File: config.mk
export PLATFORM = sky130hd
export DESIGN_NAME = cmd_dup_register
export DESIGN_NICKNAME = d
export VERILOG_FILES = /design/src/rtl/cmdreg_pkg.sv /design/src/rtl/cmd_gate_reg.sv /design/src/rtl/ctrl_reg.sv /design/src/rtl/cmd_valid_reg.sv /design/src/rtl/cmd_dup_register.sv
export SDC_FILE = /design/constraint.sdc
export NUM_CORES = 1
export LEC_CHECK = 0
export ABC_AREA = 1
export BUFFER_PORTS_ARGS = -buffer_cell sky130_fd_sc_hd__buf_4
export CAP_MARGIN = 5
export CORE_UTILIZATION = 41
export CTS_CLUSTER_DIAMETER = 50
export DETAILED_ROUTE_END_ITERATION = 10
export GPL_ROUTABILITY_DRIVEN = 0
export HOLD_SLACK_MARGIN = 0.03
export PLACE_DENSITY = 0.77
export SYNTH_ARGS = -nofsm -noshare
export SYNTH_HDL_FRONTEND = slang
export SYNTH_SLANG_ARGS = --single-unit
File: constraint.sdc
create_clock -name clk -period 0.8 [get_ports clk]
set_input_delay 0.04 -clock clk [delete_from_list [all_inputs] [get_ports clk]]
set_output_delay 0.04 -clock clk [all_outputs]
set_load 0.01 [all_outputs]
File: src/rtl/cmdreg_pkg.sv
package cmdreg_pkg;

    parameter int CMD_W  = 22;
    parameter int CS_W   = 2;
    parameter int CKE_W  = 2;
    parameter int ODT_W  = 2;
    parameter int COPIES = 2;

    typedef struct packed {
        logic [CS_W-1:0]  cs_n;
        logic [CKE_W-1:0] cke;
        logic [ODT_W-1:0] odt;
    } ctrl_t;

    localparam int CTRL_W = $bits(ctrl_t);

    // True when any active-low select is asserted.
    function automatic logic any_selected(input logic [CS_W-1:0] cs_n);
        return ~(&cs_n);
    endfunction

    // Load decision for the gated command register.
    function automatic logic cmd_load(input logic gate_en,
                                      input logic [CS_W-1:0] cs_n);
        return (~gate_en) | any_selected(cs_n);
    endfunction

endpackage

File: src/rtl/cmd_gate_reg.sv
module cmd_gate_reg
    import cmdreg_pkg::*;
#(
    parameter int W = CMD_W
) (
    input  logic            clk,
    input  logic            rst_n,
    input  logic            gate_en,
    input  logic [CS_W-1:0] cs_n,
    input  logic [W-1:0]    d,
    output logic [W-1:0]    q
);

    logic load;
    assign load = cmd_load(gate_en, cs_n);

    always_ff @(posedge clk or negedge rst_n) begin
        if (!rst_n) begin
            q <= '0;
        end else if (load) begin
            q <= d;
        end
    end

    // a deselected edge in gated mode keeps the register
    p_hold_deselected_r2: assert property (@(posedge clk) disable iff (!rst_n)
        (gate_en && (&cs_n)) |=> $stable(q));

    // a selected edge in gated mode loads the inputs
    p_load_selected_r1: assert property (@(posedge clk) disable iff (!rst_n)
        (gate_en && !(&cs_n)) |=> (q == $past(d)));

    // ungated mode loads every edge
    p_load_ungated_r3: assert property (@(posedge clk) disable iff (!rst_n)
        (!gate_en) |=> (q == $past(d)));

endmodule

File: src/rtl/ctrl_reg.sv
module ctrl_reg
    import cmdreg_pkg::*;
(
    input  logic  clk,
    input  logic  rst_n,
    input  ctrl_t d,
    output ctrl_t q
);

    always_ff @(posedge clk or negedge rst_n) begin
        if (!rst_n) begin
            q <= '0;
        end else begin
            q <= d;
        end
    end

    // control bits follow their inputs on every edge
    p_ctrl_follow_r4: assert property (@(posedge clk) disable iff (!rst_n)
        1'b1 |=> (q == $past(d)));

endmodule

File: src/rtl/cmd_valid_reg.sv
module cmd_valid_reg
    import cmdreg_pkg::*;
(
    input  logic            clk,
    input  logic            rst_n,
    input  logic [CS_W-1:0] cs_n,
    output logic            valid
);

    always_ff @(posedge clk or negedge rst_n) begin
        if (!rst_n) begin
            valid <= 1'b0;
        end else begin
            valid <= any_selected(cs_n);
        end
    end

    // strobe reflects whether a select was active at the prior edge
    p_valid_tracks_r7: assert property (@(posedge clk) disable iff (!rst_n)
        1'b1 |=> (valid == ($past(cs_n) != {CS_W{1'b1}})));

endmodule

File: src/rtl/cmd_dup_register.sv
module cmd_dup_register
    import cmdreg_pkg::*;
#(
    parameter int CMD_WIDTH = CMD_W
) (
    input  logic                 clk,
    input  logic                 rst_n,
    input  logic                 gate_en,
    input  logic [CMD_WIDTH-1:0] cmd_in,
    input  logic [CS_W-1:0]      cs_n_in,
    input  logic [CKE_W-1:0]     cke_in,
    input  logic [ODT_W-1:0]     odt_in,
    output logic [CMD_WIDTH-1:0] cmd_a,
    output logic [CMD_WIDTH-1:0] cmd_b,
    output logic [CS_W-1:0]      cs_n_a,
    output logic [CS_W-1:0]      cs_n_b,
    output logic [CKE_W-1:0]     cke_a,
    output logic [CKE_W-1:0]     cke_b,
    output logic [ODT_W-1:0]     odt_a,
    output logic [ODT_W-1:0]     odt_b,
    output logic                 cmd_valid
);

    ctrl_t                ctrl_in;
    logic [CMD_WIDTH-1:0] cmd_q  [COPIES];
    ctrl_t                ctrl_q [COPIES];

    assign ctrl_in = '{cs_n: cs_n_in, cke: cke_in, odt: odt_in};

    // One physical register per output copy.
    for (genvar c = 0; c < COPIES; c++) begin : g_copy
        cmd_gate_reg #(.W(CMD_WIDTH)) u_cmd (
            .clk     (clk),
            .rst_n   (rst_n),
            .gate_en (gate_en),
            .cs_n    (cs_n_in),
            .d       (cmd_in),
            .q       (cmd_q[c])
        );

        ctrl_reg u_ctrl (
            .clk   (clk),
            .rst_n (rst_n),
            .d     (ctrl_in),
            .q     (ctrl_q[c])
        );
    end

    cmd_valid_reg u_valid (
        .clk   (clk),
        .rst_n (rst_n),
        .cs_n  (cs_n_in),
        .valid (cmd_valid)
    );

    assign cmd_a  = cmd_q[0];
    assign cmd_b  = cmd_q[1];
    assign cs_n_a = ctrl_q[0].cs_n;
    assign cs_n_b = ctrl_q[1].cs_n;
    assign cke_a  = ctrl_q[0].cke;
    assign cke_b  = ctrl_q[1].cke;
    assign odt_a  = ctrl_q[0].odt;
    assign odt_b  = ctrl_q[1].odt;

    // the two copies never diverge
    p_copies_match_r5: assert property (@(posedge clk) disable iff (!rst_n)
        (cmd_a == cmd_b) && (ctrl_q[0] == ctrl_q[1]));

    // outputs sit at zero at any edge taken while in reset
    always @(posedge clk) begin
        if (!rst_n) begin
            p_reset_clear_r6: assert ((cmd_a == '0) && (cmd_b == '0) &&
                                      (ctrl_q[0] == '0) && (ctrl_q[1] == '0) &&
                                      (cmd_valid == 1'b0));
        end
    end

endmodule

-- Word level (Yosys, flattened, before mapping)
Cells that the tools add are included.
- output and inout port bits: 57
- RAM bits: 0
- latch bits: 0
- register bits after elaboration: 29
- memory bits (read-only): 0
- memories kept: 0
- multiplexer cells: 0
- $add $sub $neg: 0
- reduce and logical (&&, ||, !) cells: 1
- magnitude comparators: 0
- multiply operators: 0
- equal/unequal tests: 0
- divide/modulo/power cells: 0
- shift-type cells: 0
- bitwise gates (word level): 3
- operators with widths (operator ; count):
    inverter 1 bit ; 2
    AND reduction 2 bit ; 1
    bitwise OR 1 bit ; 1

-- Depth between registers and ports, before layout
Gate-level depths: netlist of the first run.
- depth after elaboration: 3
- depth in mapped cells: 4

-- Hierarchy
From an unflattened synthesis of the first run, not the netlist that was laid out.
- cells, all modules: 208
- area total of the unflattened synthesis: 2125.8 um2
- by module, submodules not included (module ; sequential area each (um2) ; instances ; area each (um2) ; cells an instance):
    cmd_gate_reg ; 550.5 ; 2 ; 898.4 ; 97
    ctrl_reg ; 150.1 ; 2 ; 150.1 ; 6
    cmd_valid_reg ; 25.0 ; 1 ; 28.8 ; 2

-- Worst setup path before layout of the first run
OpenSTA, ideal clock, no wires.
- path kind: register to register
- from: reg, netlist name g_copy[0].u_cmd.q[16]
- to: reg g_copy[0].u_cmd.q[16]
- path slack: 0.143 ns
- data required time: 0.682 ns
- arrival: 0.539 ns
- path buffers: 0
- clock period less this slack: 0.657 ns
- stages on the path, launching flop included: 3
- cells stage by stage: dfrtp_1 > nand4_1 > nand2_1
- RTL lines (what ; RTL line ; RTL):
    end signal, assigned ; cmd_gate_reg.sv:19 ; q <= '0;
    end signal, assigned ; cmd_gate_reg.sv:21 ; q <= d;
    end, declared ; cmd_gate_reg.sv:11 ; output logic [W-1:0] q

==> run_results.csv, run 1 <==
group,metric,value,unit
cells_and_area,finalInstanceArea,0.00244,mm^2
logic_synthesis,synth_top_area_share,56.4,%
timing,worst_pin_slew,0.360,ns
grt,track_usage,26.4,%
floorplan,die_w,58.0,um
floorplan,dieArea,0.00337,mm^2
floorplan,coreArea,0.00285,mm^2
worst_setup_path,slowest_stage,"dfrtp_1",
logic_synthesis,ys_warn_count,0,
timing,final_min_period_over_clock_period,119,%
route,drtIter0Drc,44,
clock_tree,cts_max_level,2,
flow_run,maxCapViolations,0,
worst_setup_path,crit_path_start_kind,"register",
clock_tree,cts_tree,"yes",
logic_synthesis,synth_nets,164,
clock_tree,numCtsBuffers,5,
worst_setup_path,end_kind,"output port",
worst_setup_path,arrival,0.91,ns
logic_synthesis,yosys_register_bits,29,
route,drc,8,
worst_setup_path,cpPeakStageDelay,0.45,ns
grt,grt-ovfl-total,0,
timing,finClkSkew,0,ns
place,dpl.hpwl,2.17,mm
route,dr.pass1.iters,7,
clock_tree,insertion_delay,0.31,ns
run_status,status,"finished with violations",
power_and_ir_drop,pwr_density_cell,1540,mW/mm^2
clock_tree,path_clk_slew,0.09,ns
cells_and_area,fin_nets,264,
logic_synthesis,seq_area_frac_synth,56.4,%
timing,hold_viol_final,0,
cells_and_area,fill_cells,138,
cells_and_area,area_growth,89.3,%
worst_setup_path,cp_num_buf_inv,1,
run_status,violations,"design-rule violations, negative setup slack",
power_and_ir_drop,ir_worst_vdd,0.00126,V
cells_and_area,post-route-util,85.4,%
grt,grt_pass1_vias,1388,
cells_and_area,multi_input_area,312,um^2
logic_synthesis,yosys.area.top_type,"dfrtp_1",
floorplan,rows,19,
route,vias,1355,
timing,fin_ws,-0.154,ns
grt,antenna_found_initial,0,
cells_and_area,final_cell_mix,"buf_6 (60), nand2_1 (45), buf_4 (38), dfrtp_1 (29), dlygate4sd3_1 (29)",
floorplan,io_pins,88,
worst_setup_path,critPathTopFamily,"flip-flops",
cells_and_area,regArea,726,um^2
floorplan,die_h,58.0,um
cells_and_area,drive_gt1_share,46.2,%
clock_tree,cts.sinks,29,
route,ant_nets,0,
grt,grt_start_max_net_pins,30,
route,vias_per_cell,5.11,
route,drt-total-wl,4.41,mm
worst_setup_path,cp_max_fo,3,
clock_tree,cts_root_buffer,"clkbuf_4",
logic_synthesis,syn-instance-count,133,
grt,grt_pass1_wl,6.44,mm
worst_setup_path,path_cells,"buf_6",
route,wire_per_inst,16.6,um
timing,relSlewSlack,76.0,%
logic_synthesis,syn_area_per_cell,9.68,um^2
worst_setup_path,cp.required,0.76,ns
place,io_buffer_count,87,
cells_and_area,antennaDiodeCount,0,
timing,timing.fmax,1050,MHz
place,placed_area,0.00179,mm^2
cells_and_area,mostFrequentLayoutCell,"buf_6",
worst_hold_path,worst_hold_path_type,"in2reg",
timing,report.final.slew_viol_count,0,
power_and_ir_drop,p_leak,1.25,nW
timing,fin_crit,0.954,ns
logic_synthesis,synth.distinct_cells,6,
floorplan,initial_utilization,45.1,%
timing,grt_setup_unrepaired,"yes",
worst_setup_path,critical_path_class,"reg2out",
timing,tns,-6.93,ns
logic_synthesis,synth_area_leaders,"dfrtp_1 (56%), buf_4 (16%), nand2_1 (13%)",
clock_tree,cts_buffer_depth,2,
timing,setup_viol,61,
logic_synthesis,synth_area,0.00129,mm^2
-- report_power, final --
part           internal, mW  switching, mW  total, mW  leakage, nW
combinational         0.655          0.406       1.06        0.873
sequential             1.57          0.126       1.69        0.340
clock                 0.509          0.491       1.00       0.0413
-- through the flow --
stage / setup slack, ns / cells / power [mW] / hold slack (ns)
floorplan: 0.143 / 133 / 2.04 / -0.256
global placement: 0.159 / 220 / 2.40 / -0.0271
detailed placement: 0.133 / 220 / 2.42 / -0.0210
CTS: -0.137 / 265 / 3.69 / 0.0697
global route: -0.185 / 265 / 3.92 / 0.0657
finish: -0.154 / 265 / 3.75 / 0.0779
-- metal layers --
metal / wire length (um) / track usage [%]
met2: 2420 / 49.3
met3: 327 / 5.80
met5: 0 / 0
met4: 169 / 13.3
met1: 1500 / 27.6
-- cells by family (layout without fill, tap and decap cells) --
| logic type | count (synthesis) | in the layout | synth area share (%) |
|---|---|---|---|
| simple gates | 68 | 68 | 24.2 |
| buf+inv | 36 | 137 | 19.4 |
| flops | 29 | 29 | 56.4 |
-- synthesized netlist by cell type --
| cell | n |
|---|---|
| nand3_1 | 1 |
| nand2_1 | 45 |
| buf_2 | 8 |
| nand4_1 | 22 |
| buf_4 | 28 |
| dfrtp_1 | 29 |
-- state kept, by name (all words and copies together), names as in the netlist --
signal / cells
g_copy.u_cmd.q: 22
g_copy.u_ctrl.q: 6
u_valid.valid: 1
-- area by class of cell --
type                       instances  area share, %
clock buffer                       7           2.67
tap                               31           1.59
clock inverter                     1          0.205
timing repair buffer             129           53.0
multi-input combinational         68           12.8
sequential                        29           29.8
-- final timing paths --
path                       slack, ns               endpoint                   from  depth (start not counted)
setup / recovery               -0.15              cmd_b[10]  g_copy[0].u_cmd.q[10]                          1
hold / removal                  0.08          u_valid.valid             cs_n_in[1]                          3
setup reg to reg               -0.07   g_copy[0].u_cmd.q[6]   g_copy[0].u_cmd.q[6]                          3
hold reg to reg                 0.58   g_copy[0].u_cmd.q[7]   g_copy[0].u_cmd.q[7]                          2
max in group asynchronous       0.32   g_copy[0].u_cmd.q[4]                  rst_n                          2
min in group asynchronous       0.21  g_copy[0].u_cmd.q[10]                  rst_n                          2
-- repair_timing --
action | 4_1_cts | 5_1_grt
pin swaps | 0 | 5
setup endpoints to repair | 57 | 64
setup buffers | 8 | 1
endpoints found under the hold margin | 57 | 0
gates resized for setup | 47 | 13
hold buffers | 29 | 0
-- tightest hold or removal path, delay by kind of cell --
family	cells	cell delay, ns
buffers and inverters	2	0.25
and+or+nand+nor	1	0.06
No activity file was read; power rests on OpenSTA's default activity.
==> run 2, diff against run 1 <==
--- a/config.mk
+++ b/config.mk
@@ -8,12 +8,13 @@
 export ABC_AREA = 1
 export BUFFER_PORTS_ARGS = -buffer_cell sky130_fd_sc_hd__buf_4
 export CAP_MARGIN = 5
-export CORE_UTILIZATION = 41
+export CORE_UTILIZATION = 46
+export CTS_BUF_LIST = sky130_fd_sc_hd__clkbuf_4 sky130_fd_sc_hd__clkbuf_8
 export CTS_CLUSTER_DIAMETER = 50
 export DETAILED_ROUTE_END_ITERATION = 10
 export GPL_ROUTABILITY_DRIVEN = 0
 export HOLD_SLACK_MARGIN = 0.03
-export PLACE_DENSITY = 0.77
+export PLACE_DENSITY = 0.86
 export SYNTH_ARGS = -nofsm -noshare
 export SYNTH_HDL_FRONTEND = slang
 export SYNTH_SLANG_ARGS = --single-unit
==> constraint.sdc (replaced) <==
create_clock -name clk -period 1.16 [get_ports clk]
set_input_delay 0.058 -clock clk [delete_from_list [all_inputs] [get_ports clk]]
set_output_delay 0.058 -clock clk [all_outputs]
set_load 0.01 [all_outputs]
==> run 2 against run 1 <==
  * The flow now finishes without violations
  * Clock-buffer cell count unchanged
  * Largest power group unchanged
  * Setup slack better by 0.22 ns
  * Sequential power down 33%
  * Non-clock buffer count down 11
  * Hold slack better by 0.026 ns
  * Die area down 10%
  * Clock power down 35%
  * Register-to-register slack better by 0.53 ns
  * Clock skew unchanged
  * Critical path type is now in2reg
==> run_results.csv, run 2 (same netlist as run 1, synthesis figures left out) <==
group,metric,value,unit
floorplan,initial_utilization,50.1,%
grt,grt_pass1_wl,5.24,mm
clock_tree,insertion_delay,0.33,ns
route,drc,0,
cells_and_area,antennaDiodeCount,0,
timing,report.final.slew_viol_count,0,
timing,worst_pin_slew,0.356,ns
route,drtIter0Drc,35,
floorplan,die_h,54.9,um
cells_and_area,drive_gt1_share,43.2,%
power_and_ir_drop,pwr_density_cell,1130,mW/mm^2
grt,track_usage,26.4,%
clock_tree,path_clk_slew,0.09,ns
timing,finClkSkew,0,ns
power_and_ir_drop,p_sw_share,27.7,%
cells_and_area,fin_nets,253,
power_and_ir_drop,p_leak,1.11,nW
clock_tree,cts_max_level,2,
power_and_ir_drop,power_frac_comb,24.7,%
route,ant_nets,0,
place,io_buffer_count,87,
worst_setup_path,cpPeakStageDelay,0.56,ns
floorplan,dieArea,0.00301,mm^2
clock_tree,cts_setup_buffers,0,
cells_and_area,largest-register,"g_copy.u_cmd.q",
worst_setup_path,cp.required,1.38,ns
cells_and_area,regArea,726,um^2
route,dr.pass1.iters,4,
timing,fin_crit,1.09,ns
timing,relSlewSlack,76.3,%
cells_and_area,largestRegisters,"g_copy.u_cmd.q (22), g_copy.u_ctrl.q (6), u_valid.valid (1)",
timing,setup_viol,0,
grt,grt_pass1_vias,1143,
flow_run,maxCapViolations,0,
cells_and_area,mostFrequentLayoutCell,"buf_4",
cells_and_area,area_growth,63.1,%
worst_setup_path,path_cells,"dlygate4sd3_1 -> buf_6 -> nand3_1 -> buf_4 -> nand2_1 -> nand2_1",
route,drt-total-wl,3.95,mm
power_and_ir_drop,p_switching,0.659,mW
power_and_ir_drop,seqPwrFrac,48.1,%
cells_and_area,final_cell_mix,"buf_4 (87), nand2_1 (45), dfrtp_1 (29), dlygate4sd3_1 (29), nand4_1 (22)",
power_and_ir_drop,ir_worst_vdd,0.00121,V
power_and_ir_drop,intPower,1.72,mW
floorplan,rows,18,
grt,grt-ovfl-total,0,
timing,timing.fmax,918,MHz
worst_setup_path,end_kind,"register",
worst_setup_path,arrival,1.31,ns
worst_setup_path,path_common_cell,"nand2_1",
grt,grt_start_max_net_pins,30,
cells_and_area,largest_reg_flops,22,
grt,antenna_found_initial,0,
route,vias,1301,
clock_tree,numCtsBuffers,5,
clock_tree,cts.sinks,29,
clock_tree,cts_root_buffer,"clkbuf_4",
cells_and_area,fill_cells,153,
floorplan,io_pins,88,
worst_setup_path,cp_max_fo,25,
worst_setup_path,cp_num_buf_inv,3,
floorplan,coreArea,0.00257,mm^2
worst_setup_path,critical_path_class,"in2reg",
timing,tns,0,ns
worst_setup_path,slowest_stage,"dlygate4sd3_1",
route,vias_per_cell,5.16,
run_status,status,"finished clean",
floorplan,die_w,54.9,um
timing,grt_setup_unrepaired,"no",
route,wire_per_inst,15.7,um
timing,final_min_period_over_clock_period,94.0,%
timing,hold_viol_final,0,
worst_setup_path,critPathTopFamily,"buffers and inverters",
power_and_ir_drop,pwr-share-clk,27.2,%
clock_tree,cts_tree,"yes",
worst_hold_path,worst_hold_path_type,"in2reg",
worst_setup_path,crit_path_start_kind,"input pin",
cells_and_area,multi_input_area,312,um^2
timing,whs,0.104,ns
clock_tree,cts_buffer_depth,2,
==> run 2: cell count changes in the layout (fill, tap and decap cells not counted), sizes merged <==
cell / previous run / this run
buf: 100 / 89
clkinv: 1 / 0
==> run 2: worst paths after layout <==
check,slack (ns),from,cells after the start,to
max reg2reg,0.46,g_copy[0].u_cmd.q[2],2,g_copy[0].u_cmd.q[2]
min reg2reg,0.56,g_copy[0].u_cmd.q[10],2,g_copy[0].u_cmd.q[10]
max in group asynchronous,0.71,rst_n,2,g_copy[0].u_cmd.q[17]
min in group asynchronous,0.17,rst_n,2,g_copy[0].u_cmd.q[8]
max,0.07,cs_n_in[0],6,g_copy[0].u_cmd.q[7]
min,0.10,gate_en,3,g_copy[0].u_cmd.q[5]
==> run 2: cell type report <==
type | count | area share (%)
timing repair buffer | 118 | 46.0
sequential | 29 | 34.6
multi-input combinational | 68 | 14.8
clock buffer | 7 | 2.80
tap | 30 | 1.79
==> run 2: worst reg2reg max path, stage by stage (launching register included) <==
cell     delay [ns]
dfrtp_1        0.42
nand4_1        0.09
nand2_1        0.08
==> run 2: power groups by stage <==
stage | registers (mW) | clock network [mW] | logic [mW]
floorplan | 1.18 | 0 | 0.224
global placement | 1.15 | 0 | 0.484
detailed placement | 1.16 | 0 | 0.497
CTS | 1.14 | 0.651 | 0.576
global route | 1.15 | 0.688 | 0.631
finish | 1.14 | 0.647 | 0.587
==> run 2: timing repair <==
item,CTS,global route
setup endpoints to repair,0,6
hold buffers,29,0
resized for setup,0,2
endpoints found under the hold margin,58,0
==> run 2: per-layer routing <==
layer,global-route usage (%),share of wire [%]
met4,12.5,2.4
met5,0,0
met2,45.6,55
met3,7.38,6.5
met1,30.0,36
==> run 2: through the flow <==
step,util (%),std cells,cell area [um^2],setup slack [ns],total power [mW]
after detailed placement,67.9,216,1740,0.278,1.65
final,81.8,252,2100,0.0701,2.38
after CTS,81.5,252,2090,0.0911,2.37
after floorplan,-,133,1290,0.503,1.40
after global routing,81.8,252,2100,0.0426,2.47
after global placement,67.9,216,1740,0.331,1.64
